<file path="config.mk">
export PLATFORM = sky130hd
export DESIGN_NAME = prefix_mag_cmp
export DESIGN_NICKNAME = d
export VERILOG_FILES = /design/src/rtl/cmp_pkg.sv /design/src/rtl/cmp_bit_terms.sv /design/src/rtl/cmp_prefix_eq.sv /design/src/rtl/cmp_resolve.sv /design/src/rtl/prefix_mag_cmp.sv
export SDC_FILE = /design/constraint.sdc
export NUM_CORES = 1
export LEC_CHECK = 0
export ABC_AREA = 1
export BUFFER_PORTS_ARGS = -buffer_cell sky130_fd_sc_hd__buf_4
export CORE_UTILIZATION = 30
export DETAILED_ROUTE_END_ITERATION = 7
export GPL_TIMING_DRIVEN = 1
export PLACE_DENSITY_LB_ADDON = 0.3
export SLEW_MARGIN = 20
export SYNTH_ARGS = -nofsm -noshare
export SYNTH_HDL_FRONTEND = slang
export SYNTH_SLANG_ARGS = --single-unit
</file>
<file path="constraint.sdc">
create_clock -name clk -period 2.95 [get_ports clk]
set_input_delay 0.59 -clock clk [delete_from_list [all_inputs] [get_ports clk]]
set_output_delay 0.59 -clock clk [all_outputs]
set_load 0.005 [all_outputs]
</file>
<file path="src/rtl/cmp_pkg.sv">
package cmp_pkg;
  typedef struct packed {
    logic gt;
    logic lt;
    logic eq;
    logic ge;
    logic le;
  } rel_t;

  localparam int unsigned REL_W = $bits(rel_t);
endpackage

</file>
<file path="src/rtl/cmp_bit_terms.sv">
// Per-position relation terms. Index 0 of every vector is the most
// significant position of the operands.
module cmp_bit_terms #(
  parameter int unsigned W = 8
) (
  input  logic [W-1:0] pos_a,
  input  logic [W-1:0] pos_b,
  output logic [W-1:0] bit_gt,
  output logic [W-1:0] bit_lt,
  output logic [W-1:0] bit_eq
);
  logic [W-1:0] both_one;
  logic [W-1:0] both_zero;

  for (genvar p = 0; p < W; p++) begin : g_pos
    assign bit_gt[p]    = pos_a[p] & ~pos_b[p];
    assign bit_lt[p]    = ~pos_a[p] & pos_b[p];
    assign both_one[p]  = pos_a[p] & pos_b[p];
    assign both_zero[p] = ~(pos_a[p] | pos_b[p]);
    assign bit_eq[p]    = both_one[p] | both_zero[p];
  end
endmodule

</file>
<file path="src/rtl/cmp_prefix_eq.sv">
// Flat prefix equality: position p is enabled when all positions above it
// (indices 0..p-1) are equal. Each term is one wide AND, with no chaining.
module cmp_prefix_eq #(
  parameter int unsigned W = 8
) (
  input  logic [W-1:0] bit_eq,
  output logic [W-1:0] pre_eq
);
  assign pre_eq[0] = 1'b1;

  for (genvar p = 1; p < W; p++) begin : g_pre
    assign pre_eq[p] = &bit_eq[p-1:0];
  end
endmodule

</file>
<file path="src/rtl/cmp_resolve.sv">
// Gates each position's decision by its prefix equality, then reduces the
// results with wide OR and AND gates.
module cmp_resolve
  import cmp_pkg::*;
#(
  parameter int unsigned W = 8
) (
  input  logic [W-1:0] bit_gt,
  input  logic [W-1:0] bit_lt,
  input  logic [W-1:0] bit_eq,
  input  logic [W-1:0] pre_eq,
  output rel_t         rel
);
  logic [W-1:0] casc_gt;
  logic [W-1:0] casc_lt;
  logic         not_lt;
  logic         not_gt;

  assign casc_gt[0] = bit_gt[0];
  assign casc_lt[0] = bit_lt[0];

  for (genvar p = 1; p < W; p++) begin : g_casc
    assign casc_gt[p] = pre_eq[p] & bit_gt[p];
    assign casc_lt[p] = pre_eq[p] & bit_lt[p];
  end

  assign not_lt = ~(|casc_lt);
  assign not_gt = ~(|casc_gt);

  always_comb begin
    rel.gt = |casc_gt;
    rel.lt = |casc_lt;
    rel.eq = &bit_eq;
    rel.ge = not_lt;
    rel.le = not_gt;
  end
endmodule

</file>
<file path="src/rtl/prefix_mag_cmp.sv">
module prefix_mag_cmp
  import cmp_pkg::*;
#(
  parameter int unsigned W = 8
) (
  input  logic         clk,
  input  logic         rst,
  input  logic         in_valid,
  output logic         in_ready,
  input  logic [W-1:0] a,
  input  logic [W-1:0] b,
  output logic         out_valid,
  input  logic         out_ready,
  output logic         gt,
  output logic         lt,
  output logic         eq,
  output logic         ge,
  output logic         le
);
  logic [W-1:0] pos_a;
  logic [W-1:0] pos_b;
  logic [W-1:0] bit_gt;
  logic [W-1:0] bit_lt;
  logic [W-1:0] bit_eq;
  logic [W-1:0] pre_eq;
  rel_t         rel_c;
  rel_t         rel_q;
  logic         vld_q;

  // Position p maps to operand bit W-1-p, so position 0 is the MSB.
  for (genvar p = 0; p < W; p++) begin : g_map
    assign pos_a[p] = a[W-1-p];
    assign pos_b[p] = b[W-1-p];
  end

  cmp_bit_terms #(.W(W)) u_terms (
    .pos_a  (pos_a),
    .pos_b  (pos_b),
    .bit_gt (bit_gt),
    .bit_lt (bit_lt),
    .bit_eq (bit_eq)
  );

  cmp_prefix_eq #(.W(W)) u_prefix (
    .bit_eq (bit_eq),
    .pre_eq (pre_eq)
  );

  cmp_resolve #(.W(W)) u_resolve (
    .bit_gt (bit_gt),
    .bit_lt (bit_lt),
    .bit_eq (bit_eq),
    .pre_eq (pre_eq),
    .rel    (rel_c)
  );

  assign in_ready = ~vld_q | out_ready;

  always_ff @(posedge clk) begin
    if (rst) begin
      vld_q <= 1'b0;
      rel_q <= '0;
    end else begin
      if (in_ready) vld_q <= in_valid;
      if (in_valid && in_ready) rel_q <= rel_c;
    end
  end

  assign out_valid = vld_q;
  assign gt        = rel_q.gt;
  assign lt        = rel_q.lt;
  assign eq        = rel_q.eq;
  assign ge        = rel_q.ge;
  assign le        = rel_q.le;
endmodule

</file>
==> flow_summary.json, run 1 <==
{
  "status": "complete, no violations",
  "antenna_cells": 0,
  "drc": 0,
  "postCtsSetupRepairBufs": 0,
  "maxCapViolCount": 0,
  "crit_path_max_fanout": 8,
  "grt_pass1_vias": 602,
  "clock_sinks": 6,
  "grt_setup_unrepaired": "no",
  "dpl_worst_slack_ns": 1.16,
  "critPathRequiredTime_ns": 3.08,
  "via_per_inst": 4.14,
  "ys_seq_area_frac": 0.179,
  "firstDrtPassIters": 4,
  "drt_iter0_markers": 7,
  "initial_core_util": 0.331,
  "fin_skew_ns": 0.00262,
  "synth_area_leaders": "ha_1, dfxtp_1, inv_1",
  "htree_levels": 1,
  "hp-class": "reg -> reg",
  "leakagePower_nw": 0.555,
  "layout_min_cycle_time_ns": 1.55,
  "critPathArrivalTime_ns": 1.69,
  "grt_pass1_wl_mm": 2.17,
  "max_freq_ghz": 0.643,
  "routed_wl_mm": 1.18,
  "finalSetupViolCount": 0,
  "cts.clk_slew.worst_paths_ns": 0.04,
  "area_growth_pct": 37.6,
  "cts_hold_buffers": 0,
  "synthCells": 97,
  "cts_root_buf": "clkbuf_4",
  "dieWidth_um": 49.2,
  "syn-num-nets": 133,
  "cp-end-kind": "flop",
  "yosysWarnings": 0,
  "nFillCells": 212,
  "cts_tree": "done",
  "fin_nets": 164,
  "startpoint_type": "input port",
  "slew_headroom": 0.846,
  "die_h_um": 49.2,
  "overflow": 0,
  "synth_cell_types": 16,
  "synth_top_area_frac": 0.299,
  "avgSynthCellArea_sq_um": 6.90,
  "io_buffers": 26,
  "grtUsageTotal": 0.113,
  "ir_drop_uv": 112,
  "via_count": 634,
  "clkLatencyLatePin_ns": 0.24,
  "hold_viol_final": 0,
  "ys_seq_elements": 6,
  "antenna_found_initial": 0,
  "drv_slew": 0,
  "setup_tns_ns": 0,
  "syn_area_sq_um": 669,
  "ant_nets": 0,
  "power_density_mw_per_mm2": 279,
  "dp_hpwl_mm": 1.07,
  "crit_type": "in -> reg",
  "cts_buffer_depth": 2,
  "synth_top_cell_by_area": "ha_1",
  "io_pins": 27,
  "fp-row-count": 16,
  "post-route-period-util": 0.527,
  "place_congestion": 0.726,
  "numCtsBuffers": 3,
  "grt_max_degree": 9,
  "worst_pin_slew_ns": 0.228,
  "finalWorstSetupSlack_ns": 1.40,
  "total_power_uw": 257,
  "wire_per_inst_um": 7.71,
  "die_area_sq_mm": 0.00242,
  "final_layout_size_suffix_gt1_frac": 0.341,
  "core_area_sq_mm": 0.00202,
  "post_cts_resized": 0
}
critical path, stage by stage:
cell	delay, ns
buf_4	0.08
inv_1	0.03
ha_1	0.32
nand2_2	0.10
nor2_4	0.19
nand2_1	0.07
nor2_1	0.09
nor2_1	0.07
nand2_1	0.08
a21oi_2	0.05
per-stage QoR:
stage,std cells,hold slack (ns),util,area [sq um]
floorplan,97,0.454,-,669
global placement,150,0.455,0.444,898
detailed placement,150,0.460,0.444,898
CTS,153,0.468,0.455,921
global route,153,0.494,0.455,921
finish,153,0.464,0.455,921
cell usage in the layout (no fill, tap or decap):
cell	synthesis	final
a21oi_1	4	4
a21oi_2	3	3
buf_4	0	26
clkbuf_4	0	3
dfxtp_1	6	6
ha_1	16	16
inv_1	23	23
inv_2	5	5
nand2_1	18	18
nand2_2	1	1
nand2_4	2	2
nand3_1	8	8
nor2_1	4	4
nor2_2	2	2
nor2_4	1	1
o21ai_0	2	2
o21ai_1	1	1
o21bai_1	1	1
metal layers:
metal	track usage	part of all wire	up-vias
li1	-	-	350
met1	0.131	0.45	265
met2	0.192	0.48	17
met3	0.0312	0.064	2
met4	0.0441	0.0034	0
met5	0	0	-
power by group:
group          switching [mW]  total, mW  internal, mW
logic                  0.0450     0.0913        0.0463
clock network          0.0281     0.0741        0.0459
registers             0.00364     0.0917        0.0880
logic make-up after synthesis:
| group | count (synthesis) | synth area share |
|---|---|---|
| and+or+nand+nor | 36 | 0.262 |
| AOI/OAI and AO/OA | 11 | 0.103 |
| buffers and inverters | 28 | 0.157 |
| DFF | 6 | 0.179 |
| adders and majority gates | 16 | 0.299 |
state kept, by name, summed over array words and instances, names as in the netlist:
| signal | flops |
|---|---|
| eq | 1 |
| ge | 1 |
| gt | 1 |
| le | 1 |
| lt | 1 |
| out_valid | 1 |
synthesized netlist by cell type, drive strengths merged:
cell and instances:
a21oi 7, ha 16, nand2 21, nand3 8
nor2 7, inv 28, dfxtp 6, o21bai 1
o21ai 3
area by class of cell:
type	instances	area, sq um	share of cell area
multi-input cells	63	444	0.482
inverters	28	105	0.114
well taps	27	33.8	0.0367
flip-flops and latches	6	120	0.130
clock buffers	3	22.5	0.0245
repair buffers	26	195	0.212
worst paths after layout:
path	start	depth (start not counted)	slack (ns)	to
max	a[7]	10	1.40	ge
min	le	2	0.46	le
min reg2reg	le	2	0.46	le
max reg2reg	out_valid	7	1.92	le
Note: power is estimated with default switching activity, not from simulation.
==> run 2: changes to the inputs <==
--- a/config.mk
+++ b/config.mk
@@ -5,7 +5,7 @@
 export SDC_FILE = /design/constraint.sdc
 export NUM_CORES = 1
 export LEC_CHECK = 0
-export ABC_AREA = 1
+export ABC_AREA = 0
 export BUFFER_PORTS_ARGS = -buffer_cell sky130_fd_sc_hd__buf_4
 export CORE_UTILIZATION = 30
 export DETAILED_ROUTE_END_ITERATION = 7
==> constraint.sdc (replaced) <==
create_clock -name clk -period 1.5 [get_ports clk]
set_input_delay 0.3 -clock clk [delete_from_list [all_inputs] [get_ports clk]]
set_output_delay 0.3 -clock clk [all_outputs]
set_load 0.005 [all_outputs]
==> flow_summary.json, run 2 <==
{
  "status": "complete, no violations",
  "die_h_um": 46.5,
  "via_count": 637,
  "yosysWarnings": 0,
  "synthArstFlopShare": 0,
  "post_cts_resized": 0,
  "grt_pass1_vias": 567,
  "setup_tns_ns": 0,
  "avgSynthCellArea_sq_um": 7.82,
  "numCtsBuffers": 3,
  "layout.cells.non_filler": 137,
  "cts_hold_buffers": 0,
  "postCtsSetupRepairBufs": 0,
  "drc": 0,
  "grt_max_degree": 7,
  "antenna_found_initial": 0,
  "hold_depth": 2,
  "die_area_sq_mm": 0.00216,
  "synth_top_area_frac": 0.337,
  "worst-r2r-cell-count": 4,
  "syn-num-nets": 112,
  "placed_cells": 134,
  "max_freq_ghz": 0.726,
  "cts_buffer_depth": 2,
  "cts_tree": "done",
  "htree_levels": 1,
  "synth_flop_cell": "dfxtp_1",
  "fin_util": 0.518,
  "antenna_cells": 0,
  "clkLatencyLatePin_ns": 0.24,
  "wire_per_inst_um": 9.43,
  "finalSetupViolCount": 0,
  "core_area_sq_mm": 0.00178,
  "final_layout_size_suffix_gt1_frac": 0.357,
  "fin_nets": 150,
  "final_cell_mix": "buf_4, inv_1, ha_1",
  "synth_cell_types": 19,
  "area_growth_pct": 55.4,
  "layout_min_cycle_time_ns": 1.38,
  "multi_input_area_sq_um": 427,
  "grtUsageTotal": 0.137,
  "synthMuxAreaShare": 0,
  "synth_commonest_cells": "inv_1, ha_1, a21oi_1",
  "ant_nets": 0,
  "fp-row-count": 15,
  "cts.clk_slew.worst_paths_ns": 0.04,
  "io_pins": 27,
  "firstDrtPassIters": 4,
  "power_density_mw_per_mm2": 561,
  "maxCapViolCount": 0,
  "initial_core_util": 0.333,
  "cp-end-kind": "flop",
  "synthCells": 76,
  "placed_cell_area_sq_um": 901,
  "critPathArrivalTime_ns": 1.51,
  "dieWidth_um": 46.5,
  "synth_area_leaders": "ha_1, dfxtp_1, inv_1",
  "fin_skew_ns": 0.00216,
  "final_common_cell": "buf_4",
  "startpoint_type": "input port",
  "clock_sinks": 6,
  "yosysMostFrequentCell": "inv_1",
  "worst_pin_slew_ns": 0.315,
  "nFillCells": 182,
  "total_power_uw": 518,
  "synth-edff-count": 0,
  "ff_latch_area_sq_um": 120,
  "place_congestion": 0.762,
  "io_buffers": 26,
  "dpl_worst_slack_ns": -0.136,
  "dp_hpwl_mm": 1.11,
  "synth-xor-area-share": 0,
  "syn_area_sq_um": 594,
  "via_per_inst": 4.65,
  "synthSimpleGateAreaFrac": 0.173,
  "crit_type": "in -> reg",
  "post-route-period-util": 0.918,
  "crit_path_max_fanout": 4,
  "hold_viol_final": 0,
  "critPathRequiredTime_ns": 1.63,
  "overflow": 0,
  "routed_wl_mm": 1.29,
  "drv_slew": 0,
  "grt_pass1_wl_mm": 2.13,
  "fin_area_sq_um": 923,
  "hp-class": "in -> reg",
  "leakagePower_nw": 0.500,
  "ir_drop_uv": 225,
  "grt_setup_unrepaired": "no",
  "drt_iter0_markers": 6,
  "ys_seq_elements": 6,
  "hold_ws_ns": 0.266,
  "slew_headroom": 0.788,
  "synth_top_family_by_area": "adder cells",
  "synthAdderAreaFrac": 0.337,
  "ys_seq_area_frac": 0.202,
  "cts_root_buf": "clkbuf_4",
  "finalWorstSetupSlack_ns": 0.123,
  "synth_top_cell_by_area": "ha_1",
  "synth_compound_area_frac": 0.166
}
## run 2: layout make-up
cell class / instances / area share
clock buffers: 3 / 0.0244
inverters: 18 / 0.0732
multi-input cells: 51 / 0.462
flip-flops and latches: 6 / 0.130
well taps: 25 / 0.0339
repair buffers: 34 / 0.276
## run 2: per-layer routing
| metal | vias up | wire length (um) | GRT usage |
|---|---|---|---|
| li1 | 331 | - | - |
| met1 | 281 | 585 | 0.160 |
| met2 | 23 | 615 | 0.236 |
| met3 | 2 | 85 | 0.0235 |
| met4 | 0 | 5 | 0.0706 |
| met5 | - | 0 | 0 |
## run 2: worst max-delay path, cell delays in order
cell and delay, ns:
buf_4 0.08, inv_1 0.05, ha_4 0.28, nand4_2 0.14, buf_4 0.16, nor3_1 0.20, nor3_1 0.10, o21a_1 0.19
## run 2: worst paths after layout
kind,end,from,slack [ns]
worst max-delay path,le,a[7],0.12
worst min-delay path,out_valid,rst,0.27
worst max register to register,eq,out_valid,0.28
worst min register to register,eq,eq,0.46
## run 2: logic make-up after synthesis
family / after synthesis
adder cells (fa/ha/maj): 16
buffers and inverters: 19
AND/OR/NAND/NOR: 18
AO/OA/AOI/OAI: 17
flip-flops: 6
## run 2: power by group
group	switching, mW	total, mW	leakage, nW	internal (mW)
Clock	0.0554	0.146	0.0138	0.0903
Sequential	0.00546	0.177	0.0495	0.171
Combinational	0.0854	0.195	0.437	0.110
